===== config.mk =====
export PLATFORM = sky130hd
export DESIGN_NAME = irq_arb3
export DESIGN_NICKNAME = d
export VERILOG_FILES = /design/src/rtl/irq_arb3_pkg.sv /design/src/rtl/irq_prio_enc.sv /design/src/rtl/irq_isr_track.sv /design/src/rtl/irq_arb3.sv
export SDC_FILE = /design/constraint.sdc
export NUM_CORES = 1
export LEC_CHECK = 0
export BUFFER_PORTS_ARGS = -buffer_cell sky130_fd_sc_hd__buf_4
export CAP_MARGIN = 40
export CELL_PAD_IN_SITES_DETAIL_PLACEMENT = 1
export CELL_PAD_IN_SITES_GLOBAL_PLACEMENT = 1
export CORE_MARGIN = 5
export CORE_UTILIZATION = 31
export DETAILED_ROUTE_END_ITERATION = 8
export GPL_TIMING_DRIVEN = 0
export PLACE_DENSITY_LB_ADDON = 0.1
export SLEW_MARGIN = 40
export SYNTH_ARGS = -nofsm -noshare
export SYNTH_HDL_FRONTEND = slang
export SYNTH_SLANG_ARGS = --single-unit

===== constraint.sdc =====
create_clock -name clk -period 1.76 [get_ports clk]
set_input_delay 0 -clock clk [delete_from_list [all_inputs] [get_ports clk]]
set_output_delay 0 -clock clk [all_outputs]
set_load 0.01 [all_outputs]

===== src/rtl/irq_arb3_pkg.sv =====
package irq_arb3_pkg;
  localparam int NSRC  = 13;
  localparam int NLVL  = 3;
  localparam int IDW   = $clog2(NSRC);
  localparam int LVW   = $clog2(NLVL);
  localparam int VECW  = 8;
  localparam int PF_ID = 0;
  localparam int GAP_AFTER = 6;   // sources above this skip the 33h slot

  typedef enum logic [LVW-1:0] {
    LVL_LOW  = 2'd0,
    LVL_HIGH = 2'd1,
    LVL_PF   = 2'd2
  } lvl_e;

  function automatic logic [VECW-1:0] vec_of(input logic [IDW-1:0] id);
    int slot;
    if (int'(id) == PF_ID) slot = GAP_AFTER;
    else if (int'(id) <= GAP_AFTER) slot = int'(id) - 1;
    else slot = int'(id);
    return VECW'(8'h03 + 8 * slot);
  endfunction
endpackage


===== src/rtl/irq_prio_enc.sv =====
module irq_prio_enc #(
  parameter int N  = 13,
  parameter int IW = 4
) (
  input  logic [N-1:0]  reqs,
  output logic          hit,
  output logic [IW-1:0] idx
);
  always_comb begin
    hit = |reqs;
    idx = '0;
    for (int i = N - 1; i >= 0; i--) begin
      if (reqs[i]) idx = IW'(i);
    end
  end
endmodule


===== src/rtl/irq_isr_track.sv =====
module irq_isr_track
  import irq_arb3_pkg::*;
#(
  parameter int L  = NLVL,
  parameter int LW = LVW
) (
  input  logic          clk,
  input  logic          rst_n,
  input  logic          set_en,
  input  logic [LW-1:0] set_lvl,
  input  logic          ret,
  output logic [L-1:0]  isr,
  output logic          top_valid,
  output logic [LW-1:0] top_lvl
);
  logic [L-1:0] isr_q, isr_d;
  logic         isr_ce;

  always_comb begin
    top_valid = |isr_q;
    top_lvl   = '0;
    for (int i = 0; i < L; i++) begin
      if (isr_q[i]) top_lvl = LW'(i);
    end
  end

  always_comb begin
    isr_d  = isr_q;
    isr_ce = 1'b0;
    if (ret) begin
      isr_ce = top_valid;
      isr_d[top_lvl] = 1'b0;
    end else if (set_en) begin
      isr_ce = 1'b1;
      isr_d[set_lvl] = 1'b1;
    end
  end

  always_ff @(posedge clk or negedge rst_n) begin
    if (!rst_n)      isr_q <= '0;
    else if (isr_ce) isr_q <= isr_d;
  end

  assign isr = isr_q;

  AST_RET_CLEARS_ONE: assert property (@(posedge clk) disable iff (!rst_n)
    (ret && top_valid) |=> ($countones(isr_q) + 1 == $past($countones(isr_q))));
  AST_RET_EMPTY_HOLDS: assert property (@(posedge clk) disable iff (!rst_n)
    (ret && !top_valid) |=> (isr_q == '0));
  AST_SET_ABOVE_TOP: assert property (@(posedge clk) disable iff (!rst_n)
    (set_en && top_valid) |-> (set_lvl > top_lvl));
endmodule


===== src/rtl/irq_arb3.sv =====
module irq_arb3
  import irq_arb3_pkg::*;
(
  input  logic             clk,
  input  logic             rst_n,
  input  logic [NSRC-1:0]  req,
  input  logic [NSRC-1:0]  src_en,
  input  logic             glob_en,
  input  logic [NSRC-2:0]  hi_sel,
  input  logic             reti,
  output logic             ack,
  output logic [IDW-1:0]   ack_id,
  output logic [VECW-1:0]  vec,
  output logic [NLVL-1:0]  in_service
);
  logic [NSRC-1:0] elig;
  logic [NSRC-1:0] lvl_mask [NLVL];
  logic [NLVL-1:0] lvl_hit;
  logic [IDW-1:0]  lvl_idx  [NLVL];

  // eligibility and tier assignment per source
  for (genvar k = 0; k < NSRC; k++) begin : g_src
    if (k == PF_ID) begin : g_pf
      assign elig[k]             = req[k] & src_en[k];
      assign lvl_mask[LVL_PF][k]   = 1'b1;
      assign lvl_mask[LVL_HIGH][k] = 1'b0;
      assign lvl_mask[LVL_LOW][k]  = 1'b0;
    end else begin : g_usr
      assign elig[k]             = req[k] & src_en[k] & glob_en;
      assign lvl_mask[LVL_PF][k]   = 1'b0;
      assign lvl_mask[LVL_HIGH][k] = hi_sel[k-1];
      assign lvl_mask[LVL_LOW][k]  = ~hi_sel[k-1];
    end
  end

  // one fixed-order encoder per tier
  for (genvar g = 0; g < NLVL; g++) begin : g_lvl
    irq_prio_enc #(.N(NSRC), .IW(IDW)) u_enc (
      .reqs (elig & lvl_mask[g]),
      .hit  (lvl_hit[g]),
      .idx  (lvl_idx[g])
    );
  end

  logic           best_hit;
  logic [LVW-1:0] best_lvl;
  logic           top_valid;
  logic [LVW-1:0] top_lvl;
  logic           grant;

  always_comb begin
    best_hit = |lvl_hit;
    best_lvl = '0;
    for (int g = 0; g < NLVL; g++) begin
      if (lvl_hit[g]) best_lvl = LVW'(g);
    end
  end

  assign grant = best_hit && !reti && (!top_valid || (best_lvl > top_lvl));

  irq_isr_track #(.L(NLVL), .LW(LVW)) u_isr (
    .clk       (clk),
    .rst_n     (rst_n),
    .set_en    (grant),
    .set_lvl   (best_lvl),
    .ret       (reti),
    .isr       (in_service),
    .top_valid (top_valid),
    .top_lvl   (top_lvl)
  );

  // grant registers
  logic            ack_q, ack_d;
  logic [IDW-1:0]  id_q, id_d;
  logic [VECW-1:0] vec_q, vec_d;
  logic [LVW-1:0]  lvl_q, lvl_d;
  logic            out_ce;

  always_comb begin
    ack_d  = grant;
    out_ce = grant;
    id_d   = lvl_idx[best_lvl];
    vec_d  = vec_of(lvl_idx[best_lvl]);
    lvl_d  = best_lvl;
  end

  always_ff @(posedge clk or negedge rst_n) begin
    if (!rst_n) ack_q <= 1'b0;
    else        ack_q <= ack_d;
  end

  always_ff @(posedge clk or negedge rst_n) begin
    if (!rst_n) begin
      id_q  <= '0;
      vec_q <= '0;
      lvl_q <= '0;
    end else if (out_ce) begin
      id_q  <= id_d;
      vec_q <= vec_d;
      lvl_q <= lvl_d;
    end
  end

  assign ack    = ack_q;
  assign ack_id = id_q;
  assign vec    = vec_q;

  AST_ACK_MARKS_ISR: assert property (@(posedge clk) disable iff (!rst_n)
    ack |-> in_service[lvl_q]);
  AST_NO_GRANT_ON_RET: assert property (@(posedge clk) disable iff (!rst_n)
    reti |=> !ack);
  AST_VEC_SLOT: assert property (@(posedge clk) disable iff (!rst_n)
    ack |-> (vec[2:0] == 3'b011));
  AST_PF_AT_TOP: assert property (@(posedge clk) disable iff (!rst_n)
    (ack && ack_id == IDW'(PF_ID)) |-> (lvl_q == LVL_PF));
  AST_RESET_IDLE: assert property (@(posedge clk)
    !rst_n |-> (!ack && in_service == '0));
endmodule


# After elaboration in Yosys (flattened, before gate mapping)
# Index checks and enable logic that the tools add are counted.
[totals]
ff_bits = 16
out_inout_bits = 16
wordCells = 112
[classes]
mux = 43
bitwise_logic = 43
reduce_logical = 13
addsub = 2
order_cmp = 7
[ops]
columns = ["op", "n"]
rows = [
  ["2-to-1 mux 4 bit", 28],
  ["OR reduction 27 bit", 1],
  ["AND 13 bit", 2],
  ["AND 1 bit", 25],
  ["OR reduction 13 bit", 1],
  ["NOT 1 bit", 12],
  ["2-to-1 mux 5 bit", 2],
  ["adder 2 x 8 -> 8 bit (first input constant)", 1],
  ["binary-select mux 4 bit (select 2 bit)", 1],
  ["less-than comparator 2 x 3 -> 1 bit (second input constant)", 2],
  ["2-to-1 mux 1 bit", 6],
  ["2-to-1 mux 3 bit", 2],
  ["subtractor 4 x 1 -> 5 bit (second input constant)", 1],
  ["demux 1 bit (select 2 bit)", 2],
  [">= comparator 2 x 1 -> 1 bit (second input constant)", 2],
  ["<= comparator 4 x 3 -> 1 bit (second input constant)", 1],
  ["logical AND 1 bit", 4],
  ["logical NOT 4 bit", 1],
  ["2-to-1 mux 2 bit", 2],
  ["AND 3 bit", 1],
  [">= comparator 3 bit (second input constant)", 1],
  ["NOT 2 -> 3 bit", 1],
  ["NOT 3 bit", 1],
  ["bitwise OR 3 bit", 1],
  ["6 further kinds", 7],
]

# Longest topological paths before layout
[depth]
word_depth = 23
depth_mapped = 13

# By module
# A second synthesis with hierarchy kept.
[unflattened]
cells_unflattened = 193
area_unflattened_um2 = 1453.9
[modules_own_cells]
columns = ["module", "instances", "cells_each", "area_each_um2"]
rows = [
  ["irq_arb3", 1, 109, 882.1],
  ["irq_prio_enc", 3, 23, 137.6],
  ["irq_isr_track", 1, 15, 158.9],
]

# Worst setup path after synthesis
# No wires, ideal clock.
[synth_path]
path_kind = "input to register"
start = "input port glob_en"
end = "register vec_q[3] (netlist: vec[3])"
stages = 13
t_arrival_ns = 2.171
setup_slack_ns = -0.540
setup_time_ns = 0.129
path_cell_list = "buf_2 > nand4_1 > and4_1 > nand3_2 > o31ai_1 > ha_1 > inv_1 > o22ai_1 > a21oi_1 > o41ai_4 > nor2b_2 > a21boi_1 > o32ai_2"
[synth_via]
elab_chain_len = 22
[synth_lines]
columns = ["item", "line", "text"]
rows = [
  ["start: declaration", "irq_arb3.sv:8", "input logic glob_en,"],
  ["AND 1 bit", "irq_arb3.sv:29", "assign elig[k] = req[k] & src_en[k] & glob_en;"],
  ["AND 13 bit", "irq_arb3.sv:39", ".reqs (elig & lvl_mask[g]),"],
  ["2-to-1 mux 4 bit (13 in series)", "irq_prio_enc.sv:13", "if (reqs[i]) idx = IW'(i);"],
  ["binary-select mux 4 bit (select 2 bit)", "irq_arb3.sv:83", "vec_d = vec_of(lvl_idx[best_lvl]);"],
  ["2-to-1 mux 4 bit (implied by the code) (2 in series)", "irq_arb3.sv:83", ""],
  ["<= comparator 4 x 3 -> 1 bit", "irq_arb3_pkg.sv:19", "else if (int'(id) <= GAP_AFTER) slot = int'(id) - 1;"],
  ["2-to-1 mux 5 bit", "irq_arb3_pkg.sv:19", ""],
  ["2-to-1 mux 5 bit", "irq_arb3_pkg.sv:18", "if (int'(id) == PF_ID) slot = GAP_AFTER;"],
  ["adder 2 x 8 -> 8 bit", "irq_arb3_pkg.sv:21", "return VECW'(8'h03 + 8 * slot);"],
  ["end signal: assignment", "irq_arb3.sv:99", "vec_q <= vec_d;"],
  ["end: declaration", "irq_arb3.sv:75", "logic [VECW-1:0] vec_q, vec_d;"],
]
# Parallel ways exist; a longest one is shown, timed or not. The select of a mux whose other input is x is not followed.
# A chain may end at the register's enable or synchronous reset.

# Worst setup path in the final report
[layout_path]
start = "register u_isr.isr_q[1] (netlist: u_isr.isr[1])"
end = "register vec_q[3] (netlist: vec[3])"
[layout_via]
elab_chain_len = 5
[layout_lines]
columns = ["item", "line", "text"]
rows = [
  ["start: declaration", "irq_isr_track.sv:16", "logic [L-1:0] isr_q, isr_d;"],
  ["start signal: assignment", "irq_isr_track.sv:41", "else if (isr_ce) isr_q <= isr_d;"],
  ["2-to-1 mux 1 bit", "irq_isr_track.sv:23", "if (isr_q[i]) top_lvl = LW'(i);"],
  ["2-to-1 mux 2 bit", "irq_isr_track.sv:23", ""],
  ["> comparator 2 bit", "irq_arb3.sv:59", "assign grant = best_hit && !reti && (!top_valid || (best_lvl > top_lvl));"],
  ["logical OR 1 bit *", "irq_arb3.sv:59", ""],
  ["logical AND 1 bit *", "irq_arb3.sv:59", ""],
]
# Mark *: on every way between the ends. The rest lies on a longest branch, timed or not.

==> impl_metrics.py <==
metrics = {
    "cts": {
        "clock_pin_slew_worst_setup_and_hold_paths_ns": 0.06,
        "clk_root_buffer_cell": "clkbuf_8",
        "tritoncts": "built",
        "h-tree-depth": 1,
        "sink_count_of_the_clock_tree": 14,
        "clock_insertion_delay_worst_skew_ns": 0.24,
        "number_of_buffers_between_clock_root_and_the_deepest_sink": 2,
        "tritoncts.num_buffers": 3,
    },
    "synthesis": {
        "count_of_flip_flops_with_a_built_in_enable_after_synthesis": 0,
        "mappedNetlistArea_mm2": 0.00137,
        "yosysUniqueCellTypes": 51,
        "synth-seq-cells": 14,
        "netlist_instances": 160,
        "synthArstFlopShare": 1.00,
        "synth_sequential_area_ratio": 0.256,
        "synth_flop_cell": "dfrtp_1",
        "syn_avg_cell_area_um2": 8.55,
        "ys.warnings.count": 0,
        "mappedNetlistNets": 207,
    },
    "global_routing": {
        "wire_length_of_the_first_global_routing_pass_um": 9490,
        "antenna_violations_before_repair": 0,
        "grt_usage": 0.197,
        "first_global_vias": 1931,
        "gr-total-overflow": 0,
        "pin_count_of_the_biggest_net_entering_global_routing": 15,
    },
    "cells_and_area": {
        "post_route_cells_drive_above_1_share": 0.581,
        "num_antenna_cells": 0,
        "multiInputGateArea_mm2": 0.00112,
        "footprint_of_the_flip_flops_and_latches_um2": 352,
        "nFillCells": 511,
        "syn2layout_area_growth_pct": 82.1,
        "most-common-layout-cells": "buf_4, nand4_1, dfrtp_1",
        "mostFrequentLayoutCell": "buf_4",
        "finalNetCount": 306,
    },
    "die": {
        "initial_core_util": 0.316,
        "rows": 24,
        "dieHeight_um": 76.4,
        "floorplan.core_area_mm2": 0.00432,
        "die_w_um": 76.4,
        "dieArea_mm2": 0.00584,
        "top_level_ports": 58,
    },
    "critical_path": {
        "cp_data_arrival_time_ns": 2.15,
        "critPathLaunch": "u_isr.isr[1]",
        "r2r_start": "u_isr.isr[1]",
        "cp.required_ns": 1.88,
        "worstSetupStartpointType": "flop",
        "critical_path_endpoint_category": "flop",
        "rrSetupSlack_ns": -0.26,
        "critPathMaxFanout": 5,
        "timing.setup.critical_path_class": "reg -> reg",
        "timing.reg2reg.worst_path_depth": 9,
        "r2r_end": "vec[3]",
        "worst_setup_path_endpoint": "vec[3]",
    },
    "sta": {
        "finalWorstSetupSlack_ns": -0.265,
        "timing.max_slew.rel_slack": 0.611,
        "achievable-frequency_mhz": 494,
        "tightest_slew_ns": 0.579,
        "min_period_ns": 2.02,
        "finalClockSkew_ns": 0.00128,
        "report.final.slew_viol_count": 0,
        "rsz_0062_raised_after_global_routing": "true",
        "setup_viol": 12,
        "layout_worst_path_cycle_share": 1.15,
        "setup_total_negative_slack_ns": -1.92,
        "timing.final.hold_violations": 0,
    },
    "pwr": {
        "static-leakage-power_uw": 0.00116,
        "intPower_uw": 1440,
        "power_switching_share": 0.385,
        "power_frac_clock": 0.132,
        "ir_drop_mv": 0.267,
        "switching_power_uw": 902,
        "power.share.sequential": 0.234,
        "power.density_cell_area_mw_per_mm2": 942,
        "share_comb_of_total_power": 0.635,
    },
    "drt": {
        "drt_first_iter_violations": 82,
        "routed_wirelength_um": 5870,
        "ant_nets": 0,
        "num_vias": 1746,
        "detail_route.first_pass.iterations": 4,
        "post_drt_via_cell_ratio": 5.63,
        "drt_drc": 0,
        "wl_per_cell_um": 18.9,
    },
    "run_status": {
        "violations": "negative setup slack",
        "status": "finished, violations left",
    },
    "place": {
        "place.port_buffers": 55,
        "final_gp_congestion": 0.862,
        "place_hpwl_um": 3790,
        "pre_cts_slack_ns": -0.688,
    },
    "flow_run": {
        "timing.max_cap.violations": 0,
    },
    "hold_path": {
        "hold_path.class": "in -> async",
    },
}
## power groups by stage
stage | logic, µW | clock network (µW) | registers (µW)
after floorplan | 528 | 0 | 590
after global placement | 965 | 0 | 533
after detailed placement | 1000 | 0 | 548
after CTS | 1370 | 315 | 539
after global routing | 1610 | 331 | 564
final | 1490 | 309 | 548
## cell usage after synthesis, types with 2 or more instances
cell type / count / area [µm²]
a211oi_1: 4 / 30.0
buf_2: 2 / 10.0
buf_6: 2 / 22.5
nand2b_1: 3 / 18.8
inv_1: 7 / 26.3
and4_1: 4 / 35.0
a31oi_1: 3 / 18.8
nand3_1: 5 / 25.0
ha_1: 5 / 62.6
a21oi_1: 2 / 10.0
o21ai_0: 13 / 65.1
and4b_1: 6 / 60.1
nand4b_1: 5 / 43.8
and2_1: 5 / 31.3
nor2b_1: 3 / 18.8
nand4_1: 13 / 81.3
nor2_1: 5 / 18.8
nand2_1: 17 / 63.8
dfrtp_1: 14 / 350
o211ai_1: 2 / 15.0
o31ai_1: 2 / 15.0
and4b_4: 2 / 27.5
o21ai_1: 3 / 15.0
or3_1: 3 / 18.8
and3_1: 3 / 18.8
buf_4: 2 / 15.0
## stage by stage
stage	hold WS, ns	cells	instance area (µm²)	power (µW)	util
floorplan	-0.296	160	1410	1120	-
global placement	-0.146	267	1880	1500	0.435
detailed placement	-0.141	267	1880	1550	0.435
CTS	0.141	307	2430	2230	0.562
global route	0.166	310	2490	2500	0.576
finish	0.140	310	2490	2340	0.576
## how the worst min path moves through the flow
stage,endpoint,slack [ns],depth (start not counted)
CTS,ack_id[3],0.14,2
finish,ack_id[3],0.14,2
detailed placement,vec[7],-0.14,1
global route,ack_id[3],0.17,2
global placement,u_isr.isr[2],-0.15,1
floorplan,ack,-0.30,0
## registers in the layout (all words and copies together) (netlist names)
name,flops
u_isr.isr,3
ack,1
ack_id,4
vec,6
## worst max-delay path, cell delays in order, from the launching register on
cell and delay (ns):
dfrtp_1 0.40, nor2b_1 0.16, ha_1 0.18, nor2_1 0.20, o22ai_4 0.11, a21oi_4 0.18, o41ai_4 0.14, nor2b_2 0.22
a21boi_2 0.21, o32ai_2 0.10
## what timing repair did
item	4_1_cts	5_1_grt
cloned	3	0
hold endpoints to repair	15	0
pin swaps	31	8
setup buffers	31	3
gates resized for setup	46	11
hold buffers	2	0
endpoints found under the setup margin	12	12
## cell families (layout without fill, tap and decap cells)
group | after synthesis | count (layout) | share of synthesized area
AOI/OAI and AO/OA | 43 | 43 | 0.240
adders and majority gates | 5 | 5 | 0.0457
buffers and inverters | 14 | 112 | 0.0567
DFF | 14 | 14 | 0.256
other | 1 | 1 | 0.00274
and+or+nand+nor | 83 | 83 | 0.399
## per-layer routing
metal | vias to the layer above | GRT usage | part of all wire
met4 | 0 | 0.0734 | 0.038
met5 | - | 0 | 0
met1 | 834 | 0.217 | 0.37
met3 | 20 | 0.0284 | 0.051
met2 | 72 | 0.372 | 0.54
li1 | 820 | - | -
## layout make-up
class                      count  area share
multi-input combinational    132       0.450
timing repair buffer          94       0.316
sequential                    14       0.141
buffer                         6      0.0327
tap                           52      0.0261
clock buffer                   4      0.0221
inverter                       8      0.0121
Note: power is estimated with default switching activity, not from simulation.
